===== src/rtl/mo_pkg.sv =====
package mo_pkg;
    timeunit 1ns;
    timeprecision 1ps;

    typedef enum logic [1:0] {
        ACT_KEEP = 2'd0,
        ACT_LOW  = 2'd1,
        ACT_HIGH = 2'd2,
        ACT_FLIP = 2'd3
    } mo_act_e;

    typedef struct packed {
        logic lvl;   // registered compare result for PWM mode
        logic em;    // match-driven level bit
    } mo_chan_st_t;
endpackage


===== src/rtl/mo_chan.sv =====
module mo_chan
    import mo_pkg::*;
#(
    parameter int TW = 32
) (
    input  logic          clk,
    input  logic          rst_n,
    input  logic [1:0]    act_i,
    input  logic          match_i,
    input  logic          sw_we_i,
    input  logic          sw_val_i,
    input  logic [TW-1:0] timer_i,
    input  logic [TW-1:0] mval_i,
    input  logic          pwm_en_i,
    output logic          em_o,
    output logic          pin_o
);
    timeunit 1ns;
    timeprecision 1ps;

    mo_act_e     act;
    mo_chan_st_t st_d, st_q;
    logic        hw_hit;

    assign act    = mo_act_e'(act_i);
    assign hw_hit = match_i && (act != ACT_KEEP);

    always_comb begin
        st_d = st_q;
        if (hw_hit) begin
            case (act)
                ACT_LOW:  st_d.em = 1'b0;
                ACT_HIGH: st_d.em = 1'b1;
                ACT_FLIP: st_d.em = ~st_q.em;
                default:  st_d.em = st_q.em;
            endcase
        end else if (sw_we_i) begin
            st_d.em = sw_val_i;
        end
        st_d.lvl = (timer_i >= mval_i);
    end

    always_ff @(posedge clk) begin
        if (!rst_n) st_q <= '0;
        else        st_q <= st_d;
    end

    assign em_o  = st_q.em;
    assign pin_o = pwm_en_i ? st_q.lvl : st_q.em;


    act_high_chk: assert property (@(posedge clk) disable iff (!rst_n)
        (match_i && act == ACT_HIGH) |=> em_o);

    act_low_chk: assert property (@(posedge clk) disable iff (!rst_n)
        (match_i && act == ACT_LOW) |=> !em_o);

    act_flip_chk: assert property (@(posedge clk) disable iff (!rst_n)
        (match_i && act == ACT_FLIP) |=> (em_o != $past(em_o)));

    idle_hold_chk: assert property (@(posedge clk) disable iff (!rst_n)
        (!hw_hit && !sw_we_i) |=> $stable(em_o));

    sw_load_chk: assert property (@(posedge clk) disable iff (!rst_n)
        (sw_we_i && !hw_hit) |=> (em_o == $past(sw_val_i)));

    pwm_low_chk: assert property (@(posedge clk) disable iff (!rst_n)
        (pwm_en_i && (timer_i < mval_i)) |=> (!pwm_en_i || !pin_o));

    pwm_high_chk: assert property (@(posedge clk) disable iff (!rst_n)
        (pwm_en_i && (timer_i >= mval_i)) |=> (!pwm_en_i || pin_o));
endmodule


===== src/rtl/mo_regif.sv =====
module mo_regif #(
    parameter int          NCH     = 4,
    parameter int          AW      = 8,
    parameter int          DW      = 32,
    parameter logic [AW-1:0] EM_OFS  = 8'h3C,
    parameter logic [AW-1:0] PWM_OFS = 8'h74
) (
    input  logic           clk,
    input  logic           rst_n,
    input  logic [AW-1:0]  addr_i,
    input  logic           wen_i,
    input  logic [DW-1:0]  wdata_i,
    input  logic [NCH-1:0] em_i,
    output logic [2*NCH-1:0] act_o,
    output logic [NCH-1:0] pwm_o,
    output logic           em_we_o,
    output logic [NCH-1:0] em_wdata_o,
    output logic [DW-1:0]  rdata_o
);
    timeunit 1ns;
    timeprecision 1ps;

    localparam int ACT_LSB = NCH;
    localparam int ACT_W   = 2 * NCH;
    localparam int USED_W  = ACT_LSB + ACT_W;

    typedef struct packed {
        logic [ACT_W-1:0] act;
        logic [NCH-1:0]   pwm;
    } reg_st_t;

    reg_st_t st_d, st_q;
    logic    em_sel, pwm_sel;
    logic    unused_hi;

    assign em_sel    = (addr_i == EM_OFS);
    assign pwm_sel   = (addr_i == PWM_OFS);
    assign unused_hi = ^wdata_i[DW-1:USED_W];

    always_comb begin
        st_d = st_q;
        if (wen_i && em_sel)  st_d.act = wdata_i[ACT_LSB +: ACT_W];
        if (wen_i && pwm_sel) st_d.pwm = wdata_i[NCH-1:0];
    end

    always_ff @(posedge clk) begin
        if (!rst_n) st_q <= '0;
        else        st_q <= st_d;
    end

    always_comb begin
        rdata_o = '0;
        if (em_sel) begin
            rdata_o[NCH-1:0]          = em_i;
            rdata_o[ACT_LSB +: ACT_W] = st_q.act;
        end else if (pwm_sel) begin
            rdata_o[NCH-1:0] = st_q.pwm;
        end
    end

    assign act_o      = st_q.act;
    assign pwm_o      = st_q.pwm;
    assign em_we_o    = wen_i && em_sel;
    assign em_wdata_o = wdata_i[NCH-1:0];


    pwm_load_chk: assert property (@(posedge clk) disable iff (!rst_n)
        (wen_i && pwm_sel) |=> (pwm_o == $past(wdata_i[NCH-1:0])));

    stray_write_chk: assert property (@(posedge clk) disable iff (!rst_n)
        (wen_i && !em_sel && !pwm_sel) |=> ($stable(act_o) && $stable(pwm_o)));
endmodule


===== src/rtl/match_out_unit.sv =====
module match_out_unit #(
    parameter int            NCH     = 4,
    parameter int            TW      = 32,
    parameter int            AW      = 8,
    parameter int            DW      = 32,
    parameter logic [AW-1:0] EM_OFS  = 8'h3C,
    parameter logic [AW-1:0] PWM_OFS = 8'h74
) (
    input  logic              clk,
    input  logic              rst_n,
    input  logic [NCH-1:0]    match_pulse,
    input  logic [TW-1:0]     timer_val,
    input  logic [NCH*TW-1:0] match_val,
    input  logic [AW-1:0]     reg_addr,
    input  logic              reg_wen,
    input  logic [DW-1:0]     reg_wdata,
    output logic [DW-1:0]     reg_rdata,
    output logic [NCH-1:0]    match_out
);
    timeunit 1ns;
    timeprecision 1ps;

    logic [2*NCH-1:0] act;
    logic [NCH-1:0]   pwm_en;
    logic [NCH-1:0]   em_lvl;
    logic [NCH-1:0]   em_wdata;
    logic             em_we;

    mo_regif #(
        .NCH(NCH), .AW(AW), .DW(DW), .EM_OFS(EM_OFS), .PWM_OFS(PWM_OFS)
    ) u_regif (
        .clk        (clk),
        .rst_n      (rst_n),
        .addr_i     (reg_addr),
        .wen_i      (reg_wen),
        .wdata_i    (reg_wdata),
        .em_i       (em_lvl),
        .act_o      (act),
        .pwm_o      (pwm_en),
        .em_we_o    (em_we),
        .em_wdata_o (em_wdata),
        .rdata_o    (reg_rdata)
    );

    for (genvar n = 0; n < NCH; n++) begin : g_chan
        mo_chan #(.TW(TW)) u_chan (
            .clk      (clk),
            .rst_n    (rst_n),
            .act_i    (act[2*n +: 2]),
            .match_i  (match_pulse[n]),
            .sw_we_i  (em_we),
            .sw_val_i (em_wdata[n]),
            .timer_i  (timer_val),
            .mval_i   (match_val[n*TW +: TW]),
            .pwm_en_i (pwm_en[n]),
            .em_o     (em_lvl[n]),
            .pin_o    (match_out[n])
        );
    end


    quiet_cfg_chk: assert property (@(posedge clk) disable iff (!rst_n)
        (pwm_en == '0 && act == '0 && !em_we) |=> $stable(match_out));
endmodule


===== config.mk =====
export PLATFORM = sky130hd
export DESIGN_NAME = match_out_unit
export DESIGN_NICKNAME = d
export VERILOG_FILES = /design/src/rtl/mo_pkg.sv /design/src/rtl/mo_chan.sv /design/src/rtl/mo_regif.sv /design/src/rtl/match_out_unit.sv
export SDC_FILE = /design/constraint.sdc
export NUM_CORES = 1
export LEC_CHECK = 0
export ABC_AREA = 1
export BUFFER_PORTS_ARGS = -buffer_cell sky130_fd_sc_hd__buf_2
export CAP_MARGIN = 40
export CORE_ASPECT_RATIO = 0.6
export CORE_MARGIN = 10
export CORE_UTILIZATION = 30
export CTS_BUF_LIST = sky130_fd_sc_hd__clkbuf_4
export CTS_CLUSTER_DIAMETER = 80
export DETAILED_ROUTE_END_ITERATION = 8
export HOLD_SLACK_MARGIN = 0.05
export PLACE_DENSITY_LB_ADDON = 0.25
export SETUP_SLACK_MARGIN = 0.5
export SYNTH_ARGS = -nofsm -noshare
export SYNTH_HDL_FRONTEND = slang
export SYNTH_SLANG_ARGS = --single-unit

===== constraint.sdc =====
create_clock -name clk -period 2.5 [get_ports clk]
set_input_delay 0.5 -clock clk [delete_from_list [all_inputs] [get_ports clk]]
set_output_delay 0.5 -clock clk [all_outputs]
set_load 0.02 [all_outputs]

==> summary.md, run 1 <==
| Metric | Value |
|---|---|
| Pwr Total | between 1 and 1.5 mW |
| CTS sink count | 20 |
| Data required, critical path | ~2 ns |
| Max VDD drop | between 0.15 and 0.2 mV |
| Gpl congestion | 0.790 |
| Final Util | 0.391 |
| Commonest non-fill, non-tap cell in the layout | buf_2 |
| Crit-path slowest cell | buf_6 |
| CTS tree | yes |
| Worst hold path startpoint | reg_wdata[1] |
| Routed len/inst | about 13 um |
| # setup viols final | 0 |
| Max-cap violations | 0 |
| Worst Path Class, Setup | primary input to output port |
| Most frequent cells in the layout | 186 x buf_2, 181 x inv_1, 179 x nand2_1 |
| Reg2reg start | u_regif.act_o[7] |
| TritonCTS buffer count | 3 |
| Post-Layout Cell Count | between 1000 and 1500 |
| Clk_lat worst skew | 0.29 ns |
| Clock slew at reported path FFs | around 0.11 ns |
| DIE AREA | roughly 21000 um2 |
| CP top delay family | buffers and inverters |
| Total GRT Usage | 0.136 |
| Clock Skew | 0.000908 ns |
| Fin crit share | 0.779 |
| Setup ws final | 0.553 ns |
| Gate power share | 0.604 |
| Layout cell share with drive strength beyond 1 | 0.250 |
| Sequential fraction of the synthesis area | 0.0865 |
| Final Hold Viols | 0 |
| Psw | between 0.5 and 0.6 mW |
| Crit-path cells | buf_6 > inv_4 > nor2_4 > nand3_2 > nor2_4 > clkinvlp_4 > buf_6 > o21ai_2 > buf_6 |
| Net count, final | about 1300 |
| Yosys warnings | 0 |
| Drt pass-1 iters | 4 |
| Worst reg-to-reg path cell count | 5 |
| Lkg Pwr | 3.74 nW |
| Crit Path Max Fanout | 9 |
| Largest net degree at the start of global routing | 25 |
| Setup slack, reg-to-reg | approximately 1.4 ns |
| Gate Count Post-Synth | roughly 740 |
| Via Count | roughly 4800 |
| Core Footprint | around 15000 um2 |
| Vias in the first global route | just under 5000 |
| Initial antenna violation count | 2 |
| Tmin final | 1.95 ns |
| Die X | around 180 um |
| Critical path buffer and inverter count | 5 |
| Setup crit start kind | primary input |
| Post-Place Cells | 1138 |
| Total gr overflow | 0 |
| Crit path top cell by count | buf_6 |
| DRC errors left | 0 |
| H-tree Lvls | 1 |
| HPWL after DPL | around 14000 um |
| Cell variety after synth | 27 |
| Syn avg cell area | 6.24 um2 |
| Status | finished, final reports clean |
| Sum Neg Setup Slack | 0 ns |
| Crit path DAT | 1.45 ns |
| RSZ-0062 raised after global routing | true |
| I/O Buffers | between 200 and 250 |
| # IOs | around 240 |
| Max Root-Sink Buffers | 2 |
| Hold WC Path Type | primary input to flip-flop |
| P&R area growth vs syn | 28.6% |
| Via density | between 4 and 5 |
| Internal | ~0.71 mW |
| Sequential cell fraction of total power | 0.270 |
| Slowest stage delay, CP | 0.15 ns |
| Remaining antenna violation count | 0 |
| Clk pwr share | 0.127 |
| RR Endpoint | g_chan[3].u_chan.em_o |
| Initial Utilization | 0.304 |
| Rows | 35 |
| Register bit count reported by yosys | 20 |
| WL final | about 15000 um |
| Fmax | approximately 510 MHz |
| Synthesized area | roughly 4600 um2 |
| Hold Path End | u_regif.pwm_o[1] |
| Pwr Density | between 200 and 250 nW/um2 |
| Global-route wire length before repair | roughly 24000 um |
| Hold Path Cell Cnt | 3 |
| Sw Ratio | 0.417 |
| Pins Over Slew Limit | 0 |
| FILL cells | around 1700 |
| DR iter-0 viols | ~170 |
| DP Worst Slack | between 0.3 and 0.4 ns |
| Clock root buffer | clkbuf_4 |
| Die height | 116 um |
| Worst Setup End Kind | output port |
[kinds of logic (layout without fill, tap and decap cells)]
kind of cell,Yosys count,after routing,share of synthesized area
adders and majority gates,128,128,0.346
and+or+nand+nor,261,261,0.230
buffers and inverters,214,396,0.196
other,1,21,0.000810
AOI/OAI and AO/OA,118,118,0.140
DFF,20,20,0.0865
[layout make-up]
class | instances | area, um2 | share of cell area
multi-input cells | 527 | 3440 | 0.578
repair buffers | 206 | 1130 | 0.189
inverters | 186 | 707 | 0.119
flip-flops and latches | 20 | 400 | 0.0672
well taps | 203 | 254 | 0.0426
clock buffers | 3 | 22.5 | 0.00378
clock inverters | 1 | 3.75 | 0.000630
diodes | 1 | 2.50 | 0.000420
[tightest hold or removal path, stage by stage]
cell     delay (ns)
buf_2          0.11
nand2_1        0.06
a21oi_1        0.05
[flip-flops by register name, indices dropped and copies added, names as in the netlist]
| register | count |
|---|---|
| u_regif.act_o | 8 |
| g_chan.u_chan.em_o | 4 |
| g_chan.u_chan.st_q | 4 |
| u_regif.pwm_o | 4 |
[routing by layer]
metal / share of wire / track usage / wire [um]
met2: 0.40 / 0.204 / 6070
met1: 0.52 / 0.195 / 7950
met4: 0.00053 / 0.00490 / 8
met5: 0 / 0 / 0
met3: 0.074 / 0.0421 / 1120
[Yosys cell counts, drive strengths merged]
cell    count  share of area
nand4      10          0.014
o21a        7          0.011
a21oi      70          0.078
dfxtp      20          0.086
o21ai      34          0.039
nor4        2         0.0054
conb        1        0.00081
a21o        7          0.011
nand2     180           0.15
buf        27          0.045
nand3      10          0.013
inv       185           0.15
nor3        2         0.0022
clkbuf      1        0.00081
clkinv      1        0.00081
ha        128           0.35
nor2       57          0.049
[repair_timing]
action / CTS / global route
setup buffers: 3 / 1
resized for setup: 12 / 33
hold buffers: 0 / 0
setup endpoints to repair: 12 / 12
pin swaps: 1 / 4
hold endpoints to repair: 0 / 0
[power groups by stage]
stage	sequential, mW	combinational, mW	clock, mW
2_1_floorplan	0.333	0.455	0
3_3_place_gp	0.335	0.718	0
3_5_place_dp	0.334	0.728	0
4_1_cts	0.327	0.734	0.161
5_1_grt	0.327	0.875	0.178
6_report	0.327	0.732	0.154
[worst max path at each step]
stage | from | end | slack, ns | depth (start not counted)
final | reg_addr[4] | reg_rdata[1] | 0.55 | 9
after global routing | reg_addr[4] | reg_rdata[1] | 0.46 | 9
after CTS | reg_addr[1] | reg_rdata[1] | 0.48 | 8
after detailed placement | reg_addr[6] | reg_rdata[3] | 0.37 | 7
after global placement | reg_addr[6] | reg_rdata[0] | 0.38 | 7
after floorplan | reg_addr[6] | reg_rdata[1] | 0.59 | 6
[stage by stage]
| step | instance area, um2 | hold WS, ns |
|---|---|---|
| 2_1_floorplan | 4700 | 0.450 |
| 3_3_place_gp | 5760 | 0.475 |
| 3_5_place_dp | 5760 | 0.476 |
| 4_1_cts | 5840 | 0.443 |
| 5_1_grt | 5950 | 0.445 |
| 6_report | 5960 | 0.452 |
(Power assumes the default switching activity.)
==> run 2, diff against run 1 <==
--- a/config.mk
+++ b/config.mk
@@ -5,7 +5,7 @@
 export SDC_FILE = /design/constraint.sdc
 export NUM_CORES = 1
 export LEC_CHECK = 0
-export ABC_AREA = 1
+export ABC_AREA = 0
 export BUFFER_PORTS_ARGS = -buffer_cell sky130_fd_sc_hd__buf_2
 export CAP_MARGIN = 40
 export CORE_ASPECT_RATIO = 0.6
==> constraint.sdc (replaced) <==
create_clock -name clk -period 2 [get_ports clk]
set_input_delay 0.4 -clock clk [delete_from_list [all_inputs] [get_ports clk]]
set_output_delay 0.4 -clock clk [all_outputs]
set_load 0.02 [all_outputs]
==> summary.md, run 2 <==
| Metric | Value |
|---|---|
| Reg2reg start | u_regif.act_o[5] |
| H-tree Lvls | 1 (unchanged) |
| Drt pass-1 iters | 4 (unchanged) |
| Hold WC Path Type | primary input to flip-flop |
| Initial Utilization | 0.311 (+0.00704) |
| Gate Count Post-Synth | 569 (-23%) |
| Initial antenna violation count | 1 (-1) |
| Clock Skew | 0.00632 ns (+0.00541 ns) |
| Gpl congestion | 0.831 (+5.1%) |
| FFs w/ async S/R, synth | 0 (unchanged) |
| Cell variety after synth | 36 (+33%) |
| HPWL after DPL | 13900 um (-0.15%) |
| Setup slack, reg-to-reg | 1.17 ns (-0.22 ns) |
| Post-Place Cells | 961 (-16%) |
| Clock slew at reported path FFs | 0.13 ns (+0.02 ns) |
| Syn avg cell area | 7.56 um2 (+21%) |
| Lkg Pwr | 3.52 nW (-5.9%) |
| Top-area cell type share of the netlist area | 0.372 (+0.0266) |
| # IOs | 243 (unchanged) |
| WL final | 15800 um (+4.1%) |
| Post-Layout Cell Count | 975 (-15%) |
| Pwr Density | 278 nW/um2 (+37%) |
| Hold-fix buffers, CTS | 0 (unchanged) |
| Setup ws final | 0.170 ns (-0.383 ns) |
| CTS sink count | 20 (unchanged) |
| Max-cap violations | 0 (unchanged) |
| Vias in the first global route | 4474 (-8.0%) |
| CTS tree | yes |
| Total gr overflow | 0 (unchanged) |
| # setup viols final | 0 (unchanged) |
| I/O Buffers | 202 (unchanged) |
| Clk_lat worst skew | 0.31 ns (+0.02 ns) |
| Via density | 4.62 (+11%) |
| Ant. Diodes | 0 (-1) |
| Sequential fraction of the synthesis area | 0.0931 (+0.00664) |
| Data required, critical path | 1.60 ns (-0.40 ns) |
| Yosys warnings | 0 (unchanged) |
| Ys flop type | dfxtp_1 |
| Commonest non-fill, non-tap cell in the layout | buf_2 |
| Worst reg-to-reg path cell count | 3 (-2) |
| RR Endpoint | g_chan[2].u_chan.em_o |
| DRC errors left | 0 (unchanged) |
| Worst Setup End Kind | output port |
| Max VDD drop | 0.162 mV (+0.35%) |
| Via Count | 4506 (-6.0%) |
| Clock root buffer | clkbuf_4 |
| Total GRT Usage | 0.143 (+0.00680) |
| Final Hold Viols | 0 (unchanged) |
| Top cells by count, synth | 128 x ha_1, 125 x inv_1, 52 x nand2_1 |
| Max FFs per register | 8 (unchanged) |
| Pins Over Slew Limit | 0 (unchanged) |
| Rows | 33 (-5.7%) |
| EDFF count, synth | 0 (unchanged) |
| Setup crit start kind | primary input |
| Global-route wire length before repair | 23400 um (-2.2%) |
| Net count, final | 1119 (-13%) |
| Fin crit share | 0.915 |
| Worst hold path startpoint | match_pulse[3] |
| Max Root-Sink Buffers | 2 (unchanged) |
| Routed len/inst | 16.2 um (+22%) |
| Final Util | 0.484 (+0.0934) |
| Layout cell share with drive strength beyond 1 | 0.438 (+0.188) |
| Core Footprint | 13800 um2 (-9.2%) |
| Largest net degree at the start of global routing | 25 (unchanged) |
| Die X | 175 um (-3.2%) |
| Fmax | around 550 MHz |
| Hold Path Cell Cnt | 3 (unchanged) |
| Synth area leaders | ha_1 37%, inv_1 11%, dfxtp_1 9.3% |
| Status | finished, final reports clean |
| Most frequent cell after synthesis | ha_1 |
| P&R area growth vs syn | 55.7% |
| Cell taking the most area after synthesis | ha_1 |
| Tmin final | around 1.8 ns |
| Worst Path Class, Setup | primary input to output port |
| DIE AREA | 19700 um2 (-6.1%) |
| Most frequent cells in the layout | 176 x buf_2, 112 x inv_1, 80 x ha_1 |
| RSZ-0062 raised after global routing | true |
| Die height | 113 um (-3.0%) |
| DP Worst Slack | -0.237 ns (-0.607 ns) |
| Hold Path End | g_chan[3].u_chan.em_o |
| Remaining antenna violation count | 0 (unchanged) |
| TritonCTS buffer count | 3 (unchanged) |
| Synthesized area | 4300 um2 (-7.1%) |
| Crit path DAT | 1.43 ns (-0.02 ns) |
| Register bit count reported by yosys | 20 (unchanged) |
| Crit Path Max Fanout | 6 (-3) |
| DR iter-0 viols | 194 (+13%) |
==> run 2: through the flow <==
step / area [um2] / hold slack [ns] / setup TNS, ns / total power, mW
2_1_floorplan: 4860 / 0.444 / 0 / 1.01
3_3_place_gp: 5990 / 0.459 / -0.205 / 1.39
3_5_place_dp: 5990 / 0.472 / -0.449 / 1.40
4_1_cts: 6300 / 0.317 / 0 / 1.77
5_1_grt: 6700 / 0.312 / 0 / 2.05
6_report: 6700 / 0.327 / 0 / 1.86
==> run 2: cell type report <==
class / count / area [um2]
inverters: 125 / 490
well taps: 192 / 240
multi-input cells: 413 / 4180
repair buffers: 221 / 1330
clock buffers: 3 / 22.5
fillers: 1399 / 7130
flip-flops and latches: 20 / 407
clock inverters: 1 / 30.0
==> run 2: logic make-up after synthesis <==
logic type,after synthesis,share of synthesized area
fa+ha+maj,128,0.372
simple gates,136,0.171
compound gates,121,0.186
mux,8,0.0198
flops,20,0.0931
buf+inv,155,0.157
other cells,1,0.000872
==> run 2: report_power, final <==
group / internal (mW) / total (mW) / switching (mW) / leakage (nW)
sequential: 0.406 / 0.410 / 0.00455 / 0.165
combinational: 0.546 / 1.11 / 0.565 / 3.33
clock: 0.202 / 0.343 / 0.141 / 0.0279
==> run 2: metal layers <==
| layer | up-vias | wire (um) | track usage |
|---|---|---|---|
| li1 | 2369 | - | - |
| met3 | 6 | 1110 | 0.0398 |
| met4 | 2 | 52 | 0.00956 |
| met2 | 144 | 6250 | 0.200 |
| met1 | 1985 | 8360 | 0.217 |
| met5 | - | 7 | 0 |
==> run 2: repair_timing <==
item | 4_1_cts | 5_1_grt
gates resized for setup | 61 | 57
pin swaps | 14 | 23
endpoints found under the setup margin | 20 | 20
gates cloned | 1 | 0
endpoints found under the hold margin | 0 | 0
setup buffers | 8 | 1
==> run 2: critical path, stage by stage <==
cell      delay [ns]
buf_2           0.12
nand2b_1        0.17
nor4_4          0.27
buf_6           0.17
a22o_1          0.17
buf_6           0.13
==> run 2: worst max-delay path by stage <==
stage | endpoint | depth (start not counted) | startpoint | slack [ns]
3_5_place_dp | g_chan[2].u_chan.st_q[1] | 8 | timer_val[0] | -0.24
6_report | reg_rdata[2] | 6 | reg_addr[3] | 0.17
2_1_floorplan | reg_rdata[1] | 3 | reg_addr[7] | 0.29
3_3_place_gp | g_chan[2].u_chan.st_q[1] | 8 | timer_val[0] | -0.13
5_1_grt | reg_rdata[2] | 6 | reg_addr[7] | 0.12
4_1_cts | reg_rdata[2] | 6 | reg_addr[7] | 0.17
==> run 3, diff against run 2 <==
--- a/config.mk
+++ b/config.mk
@@ -10,7 +10,7 @@
 export CAP_MARGIN = 40
 export CORE_ASPECT_RATIO = 0.6
 export CORE_MARGIN = 10
-export CORE_UTILIZATION = 30
+export CORE_UTILIZATION = 45
 export CTS_BUF_LIST = sky130_fd_sc_hd__clkbuf_4
 export CTS_CLUSTER_DIAMETER = 80
 export DETAILED_ROUTE_END_ITERATION = 8
==> summary.md, run 3 (synthesis results as in run 2) <==
| Metric | Value |
|---|---|
| Clock slew at reported path FFs | 0.13 ns (about the same) |
| Final Util | 0.698 (+0.214) |
| Global-route wire length before repair | 24200 um (+3.5%) |
| Clk_lat worst skew | 0.31 ns (about the same) |
| RR Endpoint | g_chan[2].u_chan.em_o |
| Data required, critical path | 1.60 ns (about the same) |
| Via Count | 4679 (+3.8%) |
| TritonCTS buffer count | 3 (unchanged) |
| Drt pass-1 iters | 5 (+1) |
| Fmax | 558 MHz (+2.1%) |
| Remaining antenna violation count | 0 (unchanged) |
| Max VDD drop | 0.231 mV (+42%) |
| Initial antenna violation count | 1 (unchanged) |
| Crit path DAT | 1.39 ns (-0.04 ns) |
| Total GRT Usage | 0.206 (+0.0627) |
| Die height | 95.7 um (-15%) |
| Tmin final | 1.79 ns (-0.0380 ns) |
| DR iter-0 viols | 177 (-8.8%) |
| Commonest non-fill, non-tap cell in the layout | buf_2 |
| Setup slack, reg-to-reg | 1.16 ns (about the same) |
| HPWL after DPL | 13700 um (-1.4%) |
| DRC errors left | 0 (unchanged) |
| Worst reg-to-reg path cell count | 3 (unchanged) |
| Critical path launch point | reg_addr[6] |
| CTS tree | yes |
| Max-cap violations | 0 (unchanged) |
| Slowest stage delay, CP | 0.25 ns (-0.02 ns) |
| Max Root-Sink Buffers | 2 (unchanged) |
| Lkg Pwr | 3.51 nW (-0.36%) |
| DIE AREA | 14000 um2 (-29%) |
| WL final | 15600 um (-1.3%) |
| Largest net degree at the start of global routing | 25 (unchanged) |
| Layout cell share with drive strength beyond 1 | 0.431 (-0.00674) |
| Initial Utilization | 0.465 (+0.154) |
| Reg2reg start | u_regif.act_o[5] |
| Status | finished, final reports clean |
| Max FFs per register | 8 (unchanged) |
| Clock Skew | 0.000890 ns (-0.00543 ns) |
| P&R area growth vs syn | 50.3% |
| Worst Setup End Kind | output port |
| Pwr Density | 286 nW/um2 (+2.7%) |
| Die X | 146 um (-16%) |
| Setup crit start kind | primary input |
| Hold WC Path Type | primary input to flip-flop |
| Gpl congestion | 0.893 (+7.5%) |
| Core Footprint | 9260 um2 (-33%) |
| CTS sink count | 20 (unchanged) |
| # setup viols final | 0 (unchanged) |
| # IOs | 243 (unchanged) |
| Pins Over Slew Limit | 0 (unchanged) |
| Via density | 5.14 (+11%) |
| Sum Neg Setup Slack | 0 ns (unchanged) |
| Net count, final | 1115 (-0.36%) |
| Crit Path Max Fanout | 5 (-1) |
| I/O Buffers | 202 (unchanged) |
| Vias in the first global route | 5113 (+14%) |
| Clock root buffer | clkbuf_4 |
| Most frequent cells in the layout | 179 x buf_2, 110 x inv_1, 86 x ha_1 |
| Cell area after layout | 6460 um2 (-3.5%) |
| RSZ-0062 raised after global routing | true |
| Placed cell area | 5860 um2 (-2.1%) |
| Hold slack | 0.331 ns (+0.00399 ns) |
| Crit-path slowest cell | nor4_4 |
| Total gr overflow | 0 (unchanged) |
| Final Hold Viols | 0 (unchanged) |
| Worst Path Class, Setup | primary input to output port |
| Routed len/inst | 17.1 um (+5.7%) |
| Worst setup path endpoint | reg_rdata[2] |
| Crit-path cells | buf_8 > nand2b_4 > nor4_4 > buf_4 > a22o_1 > buf_6 |
| Rows | 27 (-18%) |
| Fin crit share | 0.896 (-0.0190) |
| H-tree Lvls | 1 (unchanged) |
[run 3: metrics by stage]
| stage | cells | total power, mW | worst slack [ns] |
|---|---|---|---|
| CTS | 907 | 1.78 | 0.208 |
| detailed placement | 894 | 1.39 | -0.121 |
| global route | 910 | 2.00 | 0.173 |
| floorplan | 588 | 1.01 | 0.287 |
| finish | 910 | 1.85 | 0.208 |
| global placement | 894 | 1.33 | -0.128 |
[run 3: worst min path at each step]
stage	slack [ns]	to	start	depth (start not counted)
floorplan	0.44	u_regif.act_o[0]	u_regif.act_o[0]	2
global placement	0.46	u_regif.act_o[0]	u_regif.act_o[0]	2
detailed placement	0.48	u_regif.act_o[2]	u_regif.act_o[2]	2
CTS	0.33	u_regif.act_o[3]	reg_wdata[7]	3
global route	0.32	u_regif.act_o[0]	reg_wdata[4]	3
finish	0.33	g_chan[3].u_chan.em_o	match_pulse[3]	3
[run 3: worst max-delay path, delay by kind of cell]
kind / cells / cell delay, ns
buffers and inverters: 3 / 0.42
AO/OA/AOI/OAI: 1 / 0.18
AND/OR/NAND/NOR: 2 / 0.38
[run 3: per-layer routing]
metal | part of all wire | routed length, um | vias to the layer above | global-route usage
met1 | 0.45 | 6970 | 2130 | 0.255
met4 | 0.015 | 240 | 0 | 0.0398
met5 | 0 | 0 | - | 0
met2 | 0.47 | 7280 | 169 | 0.359
li1 | - | - | 2354 | -
met3 | 0.069 | 1080 | 26 | 0.0520
[run 3: report_power, final]
group	total (mW)	switching, mW	internal [mW]
clock network	0.338	0.136	0.203
registers	0.410	0.00415	0.406
logic	1.10	0.562	0.538
total	1.85	0.702	1.15
[run 3: layout make-up]
cell class	instances	area [um2]
antenna	1	2.50
clock inverter	1	30.0
tap	130	163
timing repair buffer	217	1250
inverter	125	490
fill	746	2790
clock buffer	3	22.5
sequential	20	408
multi-input combinational	413	4100
[run 3: timing repair]
action	in CTS	in global routing
hold buffers	0	0
setup endpoints to repair	20	24
buffers inserted	9	2
resized for setup	53	44
pin swaps	16	16
